===== src/rtl/cfg_wire_pkg.sv =====
package cfg_wire_pkg;

  localparam int HDR_BYTES = 3;

  typedef enum logic [2:0] {
    ST_IDLE,
    ST_SHIFT,
    ST_ACK_WAIT,
    ST_ACK_HOLD,
    ST_IGNORE
  } rx_state_e;

  function automatic logic addr_hit(input logic [7:0] got, input logic [7:0] want);
    return got == want;
  endfunction

  function automatic int slot_of(input int idx);
    return idx - HDR_BYTES;
  endfunction

  function automatic logic [63:0] clear_bit(input logic [63:0] v, input int pos);
    logic [63:0] r;
    r = v;
    r[pos] = 1'b0;
    return r;
  endfunction

endpackage


===== src/rtl/cfg_wire_sync.sv =====
module cfg_wire_sync #(
  parameter int STAGES = 2
) (
  input  logic clk,
  input  logic rst_n,
  input  logic scl_i,
  input  logic sda_i,
  output logic scl_s_o,
  output logic sda_s_o,
  output logic scl_rise_o,
  output logic scl_fall_o,
  output logic start_o,
  output logic stop_o
);

  logic [STAGES-1:0] scl_ff, sda_ff;
  logic scl_q, sda_q;

  always_ff @(posedge clk or negedge rst_n) begin
    if (!rst_n) begin
      scl_ff <= '1;
      sda_ff <= '1;
      scl_q  <= 1'b1;
      sda_q  <= 1'b1;
    end else begin
      scl_ff <= {scl_ff[STAGES-2:0], scl_i};
      sda_ff <= {sda_ff[STAGES-2:0], sda_i};
      scl_q  <= scl_ff[STAGES-1];
      sda_q  <= sda_ff[STAGES-1];
    end
  end

  assign scl_s_o    = scl_ff[STAGES-1];
  assign sda_s_o    = sda_ff[STAGES-1];
  assign scl_rise_o = scl_s_o & ~scl_q;
  assign scl_fall_o = ~scl_s_o & scl_q;
  assign start_o    = scl_s_o & scl_q & sda_q & ~sda_s_o;
  assign stop_o     = scl_s_o & scl_q & ~sda_q & sda_s_o;

endmodule


===== src/rtl/cfg_wire_frame.sv =====
module cfg_wire_frame
  import cfg_wire_pkg::*;
#(
  parameter int          NUM_DATA = 8,
  parameter logic [7:0]  DEV_ADDR = 8'hD2,
  parameter int          IDX_W    = 4
) (
  input  logic             clk,
  input  logic             rst_n,
  input  logic             sda_s_i,
  input  logic             scl_rise_i,
  input  logic             scl_fall_i,
  input  logic             start_i,
  input  logic             stop_i,
  output logic             byte_done_o,
  output logic             frame_done_o,
  output logic [7:0]       byte_val_o,
  output logic [IDX_W-1:0] byte_idx_o,
  output logic             ack_o
);

  localparam int TOTAL = HDR_BYTES + NUM_DATA;
  localparam logic [IDX_W-1:0] LAST_IDX = IDX_W'(TOTAL - 1);

  rx_state_e        state_q;
  logic [2:0]       bit_cnt_q;
  logic [6:0]       shreg_q;
  logic [IDX_W-1:0] idx_q;
  logic             ack_q;
  logic             addr_ok;

  assign byte_val_o   = {shreg_q, sda_s_i};
  assign byte_done_o  = (state_q == ST_SHIFT) && scl_rise_i && (bit_cnt_q == 3'd7)
                        && !start_i && !stop_i;
  assign frame_done_o = byte_done_o && (idx_q == LAST_IDX);
  assign byte_idx_o   = idx_q;
  assign ack_o        = ack_q;
  assign addr_ok      = (idx_q != '0) || addr_hit(byte_val_o, DEV_ADDR);

  always_ff @(posedge clk or negedge rst_n) begin
    if (!rst_n) begin
      state_q   <= ST_IDLE;
      bit_cnt_q <= '0;
      shreg_q   <= '0;
      idx_q     <= '0;
      ack_q     <= 1'b0;
    end else if (start_i) begin
      state_q   <= ST_SHIFT;
      bit_cnt_q <= '0;
      idx_q     <= '0;
      ack_q     <= 1'b0;
    end else if (stop_i) begin
      state_q <= ST_IDLE;
      ack_q   <= 1'b0;
    end else begin
      unique case (state_q)
        ST_SHIFT: begin
          if (scl_rise_i) begin
            shreg_q   <= byte_val_o[6:0];
            bit_cnt_q <= bit_cnt_q + 3'd1;
            if (bit_cnt_q == 3'd7)
              state_q <= addr_ok ? ST_ACK_WAIT : ST_IGNORE;
          end
        end
        ST_ACK_WAIT: begin
          if (scl_fall_i) begin
            ack_q   <= 1'b1;
            state_q <= ST_ACK_HOLD;
          end
        end
        ST_ACK_HOLD: begin
          if (scl_fall_i) begin
            ack_q <= 1'b0;
            if (idx_q == LAST_IDX) begin
              state_q <= ST_IGNORE;
            end else begin
              state_q <= ST_SHIFT;
              idx_q   <= idx_q + 1'b1;
            end
          end
        end
        default: ;
      endcase
    end
  end


  ack_edge_chk: assert property (@(posedge clk) disable iff (!rst_n)
    !$stable(ack_q) |-> $past(scl_fall_i || start_i || stop_i));


  ignore_quiet_chk: assert property (@(posedge clk) disable iff (!rst_n)
    (state_q == ST_IGNORE) |-> !ack_q);


  idx_bound_chk: assert property (@(posedge clk) disable iff (!rst_n)
    idx_q <= LAST_IDX);

endmodule


===== src/rtl/cfg_wire_bank.sv =====
module cfg_wire_bank
  import cfg_wire_pkg::*;
#(
  parameter int                  NUM_DATA    = 8,
  parameter int                  IDX_W       = 4,
  parameter int                  RSVD_BIT    = 63,
  parameter logic [8*NUM_DATA-1:0] DEFAULT_CFG = '0
) (
  input  logic                  clk,
  input  logic                  rst_n,
  input  logic                  byte_done_i,
  input  logic                  frame_done_i,
  input  logic [7:0]            byte_val_i,
  input  logic [IDX_W-1:0]      byte_idx_i,
  output logic [8*NUM_DATA-1:0] cfg_o,
  output logic                  commit_o
);

  localparam int CW = 8 * NUM_DATA;

  logic [NUM_DATA-1:0][7:0] shadow_q;
  logic [CW-1:0]            next_cfg;
  logic [CW-1:0]            live_q;
  logic                     commit_q;

  function automatic logic [CW-1:0] drop_rsvd(input logic [CW-1:0] v);
    logic [63:0] wide;
    wide = 64'(v);
    wide = clear_bit(wide, RSVD_BIT);
    return wide[CW-1:0];
  endfunction

  for (genvar k = 0; k < NUM_DATA - 1; k++) begin : g_shadow
    always_ff @(posedge clk or negedge rst_n) begin
      if (!rst_n)
        shadow_q[k] <= '0;
      else if (byte_done_i && (slot_of(int'(byte_idx_i)) == k))
        shadow_q[k] <= byte_val_i;
    end
  end
  assign shadow_q[NUM_DATA-1] = byte_val_i;

  always_comb begin
    for (int k = 0; k < NUM_DATA; k++)
      next_cfg[8*k +: 8] = shadow_q[k];
  end

  always_ff @(posedge clk or negedge rst_n) begin
    if (!rst_n) begin
      live_q   <= drop_rsvd(DEFAULT_CFG);
      commit_q <= 1'b0;
    end else begin
      commit_q <= frame_done_i;
      if (frame_done_i)
        live_q <= drop_rsvd(next_cfg);
    end
  end

  assign cfg_o    = live_q;
  assign commit_o = commit_q;


  live_hold_chk: assert property (@(posedge clk) disable iff (!rst_n)
    !commit_q |-> $stable(live_q));


  commit_single_chk: assert property (@(posedge clk) disable iff (!rst_n)
    commit_q |=> !commit_q);


  rsvd_zero_chk: assert property (@(posedge clk) disable iff (!rst_n)
    live_q[RSVD_BIT] == 1'b0);

endmodule


===== src/rtl/cfg_wire_rx.sv =====
module cfg_wire_rx
  import cfg_wire_pkg::*;
#(
  parameter int                    NUM_DATA    = 8,
  parameter logic [7:0]            DEV_ADDR    = 8'hD2,
  parameter int                    SYNC_STAGES = 2,
  parameter int                    RSVD_BIT    = 63,
  parameter logic [8*NUM_DATA-1:0] DEFAULT_CFG = 64'h0F1E_2D3C_4B5A_6978
) (
  input  logic                  clk,
  input  logic                  rst_n,
  input  logic                  scl_i,
  input  logic                  sda_i,
  output logic                  sda_pull_o,
  output logic [8*NUM_DATA-1:0] cfg_o,
  output logic                  commit_o
);

  localparam int IDX_W = $clog2(HDR_BYTES + NUM_DATA);

  logic             sda_s, scl_s, scl_rise, scl_fall, start_ev, stop_ev;
  logic             byte_done, frame_done;
  logic [7:0]       byte_val;
  logic [IDX_W-1:0] byte_idx;

  cfg_wire_sync #(.STAGES(SYNC_STAGES)) u_sync (
    .clk        (clk),
    .rst_n      (rst_n),
    .scl_i      (scl_i),
    .sda_i      (sda_i),
    .scl_s_o    (scl_s),
    .sda_s_o    (sda_s),
    .scl_rise_o (scl_rise),
    .scl_fall_o (scl_fall),
    .start_o    (start_ev),
    .stop_o     (stop_ev)
  );

  cfg_wire_frame #(.NUM_DATA(NUM_DATA), .DEV_ADDR(DEV_ADDR), .IDX_W(IDX_W)) u_frame (
    .clk          (clk),
    .rst_n        (rst_n),
    .sda_s_i      (sda_s),
    .scl_rise_i   (scl_rise),
    .scl_fall_i   (scl_fall),
    .start_i      (start_ev),
    .stop_i       (stop_ev),
    .byte_done_o  (byte_done),
    .frame_done_o (frame_done),
    .byte_val_o   (byte_val),
    .byte_idx_o   (byte_idx),
    .ack_o        (sda_pull_o)
  );

  cfg_wire_bank #(.NUM_DATA(NUM_DATA), .IDX_W(IDX_W), .RSVD_BIT(RSVD_BIT),
                  .DEFAULT_CFG(DEFAULT_CFG)) u_bank (
    .clk          (clk),
    .rst_n        (rst_n),
    .byte_done_i  (byte_done),
    .frame_done_i (frame_done),
    .byte_val_i   (byte_val),
    .byte_idx_i   (byte_idx),
    .cfg_o        (cfg_o),
    .commit_o     (commit_o)
  );


  commit_after_frame_chk: assert property (@(posedge clk) disable iff (!rst_n)
    commit_o |-> $past(frame_done));


  ack_scl_low_chk: assert property (@(posedge clk) disable iff (!rst_n)
    $rose(sda_pull_o) |-> !scl_s);

endmodule


===== config.mk =====
export PLATFORM = sky130hd
export DESIGN_NAME = cfg_wire_rx
export DESIGN_NICKNAME = d
export VERILOG_FILES = /design/src/rtl/cfg_wire_pkg.sv /design/src/rtl/cfg_wire_sync.sv /design/src/rtl/cfg_wire_frame.sv /design/src/rtl/cfg_wire_bank.sv /design/src/rtl/cfg_wire_rx.sv
export SDC_FILE = /design/constraint.sdc
export NUM_CORES = 1
export LEC_CHECK = 0
export BUFFER_PORTS_ARGS = -buffer_cell sky130_fd_sc_hd__buf_2
export CORE_ASPECT_RATIO = 1.2
export CORE_MARGIN = 2
export CORE_UTILIZATION = 39
export CTS_BUF_LIST = sky130_fd_sc_hd__clkbuf_8 sky130_fd_sc_hd__clkbuf_16
export CTS_CLUSTER_DIAMETER = 40
export DETAILED_ROUTE_END_ITERATION = 8
export GPL_ROUTABILITY_DRIVEN = 1
export GPL_TIMING_DRIVEN = 0
export PLACE_DENSITY = 0.62
export SLEW_MARGIN = 20
export SYNTH_ARGS = -nofsm -noshare
export SYNTH_HDL_FRONTEND = slang
export SYNTH_SLANG_ARGS = --single-unit

===== constraint.sdc =====
create_clock -name clk -period 1.8 [get_ports clk]
set_input_delay 0.36 -clock clk [delete_from_list [all_inputs] [get_ports clk]]
set_output_delay 0.36 -clock clk [all_outputs]
set_load 0.01 [all_outputs]

==> flow_summary.yaml, run 1 <==
run_status:
  outcome: "complete, but fails checks"
  failed_checks: "setup timing"
placement:
  postPlaceCellArea_sq_um: 6919
  dp_hpwl_um: 7867
  dp_worst_setup_slack_ns: -0.2499
  port_buffers: 68
  gp_congestion: 0.8594
synthesis:
  synth_edf_count: 0
  synth-xor-area-share_pct: 0.1412
  synth-main-ff-cell: "dfrtp_1"
  ys_warn_count: 0
  synthSimpleGateAreaFrac_pct: 5.203
  ys_seq_area_share_pct: 58.84
  synth_cell_types: 45
  async_reset_ff_share_pct: 100.0
  synth-adder-area-share_pct: 1.815
  synth_compound_area_share_pct: 3.105
  synthesis.nets: 401
  ys_ff_latch: 144
  synth_cells: 388
  synth_top_family_by_area: "multiplexers"
  synth.cell_area_sq_um: 6205
  synthMuxAreaShare_pct: 27.10
  avgSynthCellArea_sq_um: 15.99
critical_path:
  r2r_cells: 7
  cp_cell_sequence: "ha_2, ha_4, and4bb_4, nand2_2, or2_4, buf_12, mux2_4"
  slowest_delay_ns: 0.36
  r2r_start: "u_frame.bit_cnt_q[0]"
  cp_max_fo: 10
  cp-start-kind: "flip-flop"
  crit_type: "flip-flop to flip-flop"
  cpMaxStageDelayCell: "dfrtp_1"
  r2r_end: "u_bank.cfg_o[62]"
  end_kind: "flip-flop"
  arrival_ns: 2.27
  rrSetupSlack_ns: -0.17
  worstPathRequired_ns: 2.10
routing:
  firstDrtPassIters: 4
  vias_per_cell: 4.840
  drt-total-wl_um: 12730
  drc_errors: 0
  ant_nets: 0
  drt_iter0_markers: 212
  drt-wirelength-per-cell_um: 17.54
  vias: 3514
layout:
  stdcell_area_sq_um: 8056
  final_layout_size_suffix_gt1_share_pct: 62.93
  fill_cells: 1246
  finalNetCount: 518
  area_growth_pct: 29.84
  multi_input_area_sq_um: 2589
  final-seq-area_sq_um: 3654
  antennaDiodeCount: 0
timing:
  clock.fmax_mhz: 506.4
  holdWs_ns: 0.04433
  postLayoutSetupSlackWorst_ns: -0.1747
  hold_viol: 0
  finalSetupViolCount: 127
  worstMarginPinSlew_ns: 0.8099
  worst_clock_skew_ns: 0.008255
  relSlewSlack_pct: 46.01
  min_period_over_period_pct: 109.7
  period_needed_ns: 1.975
  rsz0062_at_grt: "true"
  drv_slew: 0
min_path:
  hold_path_depth: 1
  hp-start: "scl_i"
  hold_end: "u_sync.scl_ff[0]"
  hp-class: "primary input to flip-flop"
power:
  swShare_pct: 21.92
  switchingPower_mw: 1.569
  p_leak_nw: 4.072
  pwr-share-clk_pct: 50.1
  peakVddDrop_uv: 514.9
  combPwrFrac_pct: 3.8
  total_power_mw: 7.158
  p_seq_share_pct: 46.0
  powerDensity_nw_per_um2: 888.5
  internal-power_mw: 5.590
die:
  die_h_um: 142.2
  die_area_sq_um: 16940
  start_util_pct: 39.83
  boundaryPins: 70
  die_w_um: 119.1
  std_cell_rows: 50
  core_sq_um: 15580
global_route:
  grt_pass1_vias: 3759
  grtUsageMet3_pct: 3.646
  use_met1_pct: 20.14
  grt_pass1_wl_um: 20640
  grt_max_degree: 85
  track_usage_pct: 15.84
  grt_overflow: 0
  grt.busiest_layer: "met2"
  antenna_found_initial: 0
  use_met2_pct: 26.01
cts:
  cts-root-buf: "clkbuf_16"
  path_clk_slew_ns: 0.06
  cts_tree: "yes"
  insertion_delay_ns: 0.41
  clockBufferDepth: 2
  clock_sinks: 144
  cts_buffers: 17
  cts.htree.levels: 4
run:
  maxCapViolCount: 0
## registers in the layout, indices dropped and copies added, names as in the netlist, 2 cells and up
| signal | cells |
|---|---|
| u_bank.cfg_o | 63 |
| u_bank.next_cfg | 56 |
| u_frame.bit_cnt_q | 3 |
| u_frame.byte_idx_o | 4 |
| u_frame.shreg_q | 7 |
| u_frame.state_q | 3 |
| u_sync.scl_ff | 2 |
| u_sync.sda_ff | 2 |
## critical path, delay by kind of cell, from the launching register on
| family | cells | cell delay [ns] |
|---|---|---|
| and+or+nand+nor | 3 | 0.68 |
| DFF | 1 | 0.36 |
| adders and majority gates | 2 | 0.32 |
| muxes | 1 | 0.30 |
| buffers and inverters | 1 | 0.19 |
## Yosys cell counts (3+ instances only)
library cell | number | area [sq um]
mux2i_1 | 3 | 30.03
inv_1 | 4 | 15.01
buf_2 | 5 | 25.02
buf_12 | 6 | 120.1
o21ai_0 | 7 | 35.03
nor2b_1 | 6 | 37.54
ha_1 | 9 | 112.6
mux2_4 | 59 | 885.9
dfrtp_1 | 106 | 2653
mux2_1 | 35 | 394.1
nand3_1 | 12 | 60.06
buf_6 | 3 | 33.78
a21oi_4 | 4 | 65.06
a21oi_1 | 3 | 15.01
mux2_2 | 33 | 371.6
nand2_1 | 11 | 41.29
nor2_2 | 3 | 18.77
dfstp_2 | 38 | 998.5
clkbuf_1 | 7 | 26.28
## logic make-up after synthesis
| family | after synthesis |
|---|---|
| AND/OR/NAND/NOR | 52 |
| adder cells (fa/ha/maj) | 9 |
| XOR/XNOR | 1 |
| multiplexers | 130 |
| other | 1 |
| AO/OA/AOI/OAI | 24 |
| flip-flops | 144 |
| buffers and inverters | 27 |
## power by group through the flow
stage / Clock, mW / Combinational [mW] / Sequential, mW
2_1_floorplan: 0 / 0.0894 / 3.34
3_3_place_gp: 0 / 0.208 / 3.35
3_5_place_dp: 0 / 0.223 / 3.35
4_1_cts: 3.67 / 0.242 / 3.29
5_1_grt: 3.83 / 0.303 / 3.30
6_report: 3.59 / 0.275 / 3.30
## cells in the final DEF, fill, tap and decap left out, types with 3 or more instances in the layout
| cell type | netlist | layout |
|---|---|---|
| dfrtp_1 | 106 | 104 |
| mux2_4 | 59 | 95 |
| buf_2 | 5 | 69 |
| dfstp_2 | 38 | 38 |
| buf_4 | 1 | 21 |
| mux2_2 | 33 | 19 |
| clkbuf_16 | 0 | 17 |
| buf_12 | 6 | 13 |
| mux2_1 | 35 | 13 |
| nand2_1 | 11 | 10 |
| nand3_1 | 12 | 9 |
| buf_6 | 3 | 6 |
| clkbuf_1 | 7 | 6 |
| ha_1 | 9 | 6 |
| nor2b_1 | 6 | 5 |
| o21ai_0 | 7 | 5 |
| inv_1 | 4 | 4 |
| a21oi_4 | 4 | 4 |
| nand3_4 | 0 | 3 |
| clkinvlp_4 | 0 | 3 |
| nor2_4 | 0 | 3 |
| mux2i_1 | 3 | 3 |
| bufinv_16 | 0 | 3 |
| inv_6 | 0 | 3 |
## per-layer routing
layer  routed length, um  vias up
met5                   0        -
met2                6348       66
met4                 320        0
met3                 332       25
li1                    -     1608
met1                5730     1815
## area by class of cell
cell class | count | share of cell area (%)
multi-input cells | 217 | 32.13
well taps | 208 | 3.230
flip-flops and latches | 144 | 45.35
inverters | 5 | 0.2795
plain buffers | 20 | 2.609
repair buffers | 100 | 8.883
clock buffers | 18 | 5.451
clock inverters | 14 | 2.066
## metrics by stage
| stage | cells | setup TNS (ns) | util (%) |
|---|---|---|---|
| global placement | 664 | -213.06 | 44.18 |
| floorplan | 388 | -4.832 | - |
| detailed placement | 665 | -24.53 | 44.42 |
| global route | 726 | -23.96 | 51.72 |
| finish | 726 | -14.88 | 51.72 |
| CTS | 714 | -14.73 | 50.57 |
## how the worst max path moves through the flow
stage | start | endpoint | slack (ns)
global placement | rst_n | u_frame.byte_idx_o[1] | -1.79
detailed placement | u_frame.byte_idx_o[0] | u_bank.next_cfg[26] | -0.25
finish | u_frame.bit_cnt_q[0] | u_bank.cfg_o[62] | -0.17
floorplan | u_frame.bit_cnt_q[0] | u_bank.cfg_o[0] | -0.09
CTS | u_frame.bit_cnt_q[0] | u_bank.cfg_o[46] | -0.18
global route | u_frame.bit_cnt_q[0] | u_bank.cfg_o[48] | -0.24
## repair_timing
action | CTS | global route
hold buffers | 1 | 0
endpoints found under the hold margin | 41 | 0
setup endpoints to repair | 127 | 129
cloned | 0 | 1
resized for setup | 37 | 25
pin swaps | 6 | 5
buffers inserted | 17 | 12
Note: power is estimated with default switching activity, not from simulation.
==> run 2, diff against run 1 <==
--- a/config.mk
+++ b/config.mk
@@ -11,9 +11,9 @@
 export CORE_UTILIZATION = 39
 export CTS_BUF_LIST = sky130_fd_sc_hd__clkbuf_8 sky130_fd_sc_hd__clkbuf_16
 export CTS_CLUSTER_DIAMETER = 40
+export CTS_CLUSTER_SIZE = 10
 export DETAILED_ROUTE_END_ITERATION = 8
 export GPL_ROUTABILITY_DRIVEN = 1
-export GPL_TIMING_DRIVEN = 0
 export PLACE_DENSITY = 0.62
 export SLEW_MARGIN = 20
 export SYNTH_ARGS = -nofsm -noshare
==> flow_summary.yaml, run 2 (synthesis gave the netlist of run 1 again) <==
run_status:
  outcome: "complete, but fails checks"
  failed_checks: "setup timing"
critical_path:
  worstPathRequired_ns: 2.10
  r2r_cells: 8
  r2r_start: "u_frame.bit_cnt_q[1]"
  crit_type: "flip-flop to flip-flop"
  rrSetupSlack_ns: -0.16
  cp_max_fo: 8
  arrival_ns: 2.25
  end_kind: "flip-flop"
  cp-start-kind: "flip-flop"
  r2r_end: "u_bank.next_cfg[6]"
power:
  p_leak_nw: 4.099
  total_power_mw: 7.183
  powerDensity_nw_per_um2: 895.6
  p_seq_share_pct: 45.8
  switchingPower_mw: 1.487
  combPwrFrac_pct: 3.7
  peakVddDrop_uv: 540.8
  swShare_pct: 20.70
  internal-power_mw: 5.696
  pwr-share-clk_pct: 50.4
routing:
  firstDrtPassIters: 4
  vias: 3551
  drt-total-wl_um: 12910
  ant_nets: 0
  vias_per_cell: 4.858
  drc_errors: 0
  drt-wirelength-per-cell_um: 17.67
  drt_iter0_markers: 188
min_path:
  hp-start: "sda_i"
  hp-class: "primary input to flip-flop"
  hold_end: "u_sync.sda_ff[0]"
  hold_path_depth: 1
cts:
  cts.htree.levels: 4
  insertion_delay_ns: 0.42
  cts_tree: "yes"
  cts-root-buf: "clkbuf_16"
  path_clk_slew_ns: 0.06
  clock_sinks: 144
  cts_buffers: 17
  clockBufferDepth: 2
timing:
  period_needed_ns: 1.957
  drv_slew: 0
  rsz0062_at_grt: "true"
  worst_clock_skew_ns: 0.007179
  min_period_over_period_pct: 108.7
  clock.fmax_mhz: 511.1
  hold_viol: 0
  finalSetupViolCount: 119
  setup_tns_ns: -12.57
  postLayoutSetupSlackWorst_ns: -0.1565
  holdWs_ns: 0.03731
global_route:
  grt_max_degree: 49
  track_usage_pct: 16.49
  grt_pass1_wl_um: 21340
  grt_pass1_vias: 3835
  antenna_found_initial: 0
  grt_overflow: 0
die:
  die_h_um: 142.2
  boundaryPins: 70
  die_w_um: 119.1
  core_sq_um: 15580
  die_area_sq_um: 16940
  std_cell_rows: 50
  start_util_pct: 39.83
layout:
  finalNetCount: 523
  largest_reg_flops: 63
  layoutNonFillerInstCount: 731
  final_cell_mix: "dfrtp_1 (105), mux2_4 (88), buf_2 (67)"
  layout_commonest_cell: "dfrtp_1"
  area_growth_pct: 29.26
  final_layout_size_suffix_gt1_share_pct: 62.52
  final_util_pct: 51.49
  stdcell_area_sq_um: 8020
  antennaDiodeCount: 0
run:
  maxCapViolCount: 0
placement:
  dp_hpwl_um: 8544
  place_inst: 686
  postPlaceCellArea_sq_um: 7087
  port_buffers: 68
  dp_worst_setup_slack_ns: -0.1908
  gp_congestion: 0.8470
run 2: cell count changes in the layout (fill, tap and decap cells not counted), sizes merged:
cell	before	now
bufinv	3	4
clkbuf	25	18
buf	112	124
inv	9	8
run 2: final cells by class:
type                    count  area (sq um)
clock buffers              18         439.2
clock inverters            14         173.9
fillers                  1276          7557
inverters                   5         18.77
multi-input cells         217          2546
flip-flops and latches    144          3652
well taps                 208         260.3
repair buffers            125         929.6
run 2: what timing repair did:
item	CTS	global route
endpoints found under the hold margin	22	0
endpoints found under the setup margin	119	126
setup buffers	7	5
gates resized for setup	30	9
hold buffers	1	0
pin swaps	5	2
run 2: worst max-delay path by stage:
stage                    startpoint             endpoint  cells after the start
3_5_place_dp   u_frame.bit_cnt_q[1]  u_bank.next_cfg[12]                      6
3_3_place_gp   u_frame.bit_cnt_q[1]  u_bank.next_cfg[12]                      6
6_report       u_frame.bit_cnt_q[1]   u_bank.next_cfg[6]                      8
2_1_floorplan  u_frame.bit_cnt_q[0]      u_bank.cfg_o[0]                      8
5_1_grt        u_frame.bit_cnt_q[1]  u_bank.next_cfg[19]                      8
4_1_cts        u_frame.bit_cnt_q[0]     u_bank.cfg_o[60]                      7
run 2: worst max-delay path, stage by stage, from the launching register on:
cell and delay [ns]:
dfrtp_1 0.35, ha_2 0.20, ha_4 0.13, and4bb_4 0.28, buf_4 0.13, nand3_4 0.10, a21oi_4 0.18, buf_12 0.15
mux2_1 0.32
run 2: layer usage:
| layer | track usage [%] | vias to the layer above | part of all wire, % |
|---|---|---|---|
| met5 | 0 | - | 0 |
| met4 | 8.459 | 0 | 3.3 |
| met3 | 4.287 | 27 | 3.6 |
| met2 | 26.74 | 74 | 51 |
| met1 | 20.37 | 1829 | 43 |
| li1 | - | 1621 | - |
run 2: power groups by stage:
stage	Combinational, mW	Sequential (mW)	Clock (mW)
global placement	0.251	3.35	0
global route	0.296	3.29	3.89
CTS	0.262	3.29	3.70
detailed placement	0.255	3.35	0
finish	0.266	3.29	3.62
floorplan	0.0894	3.34	0
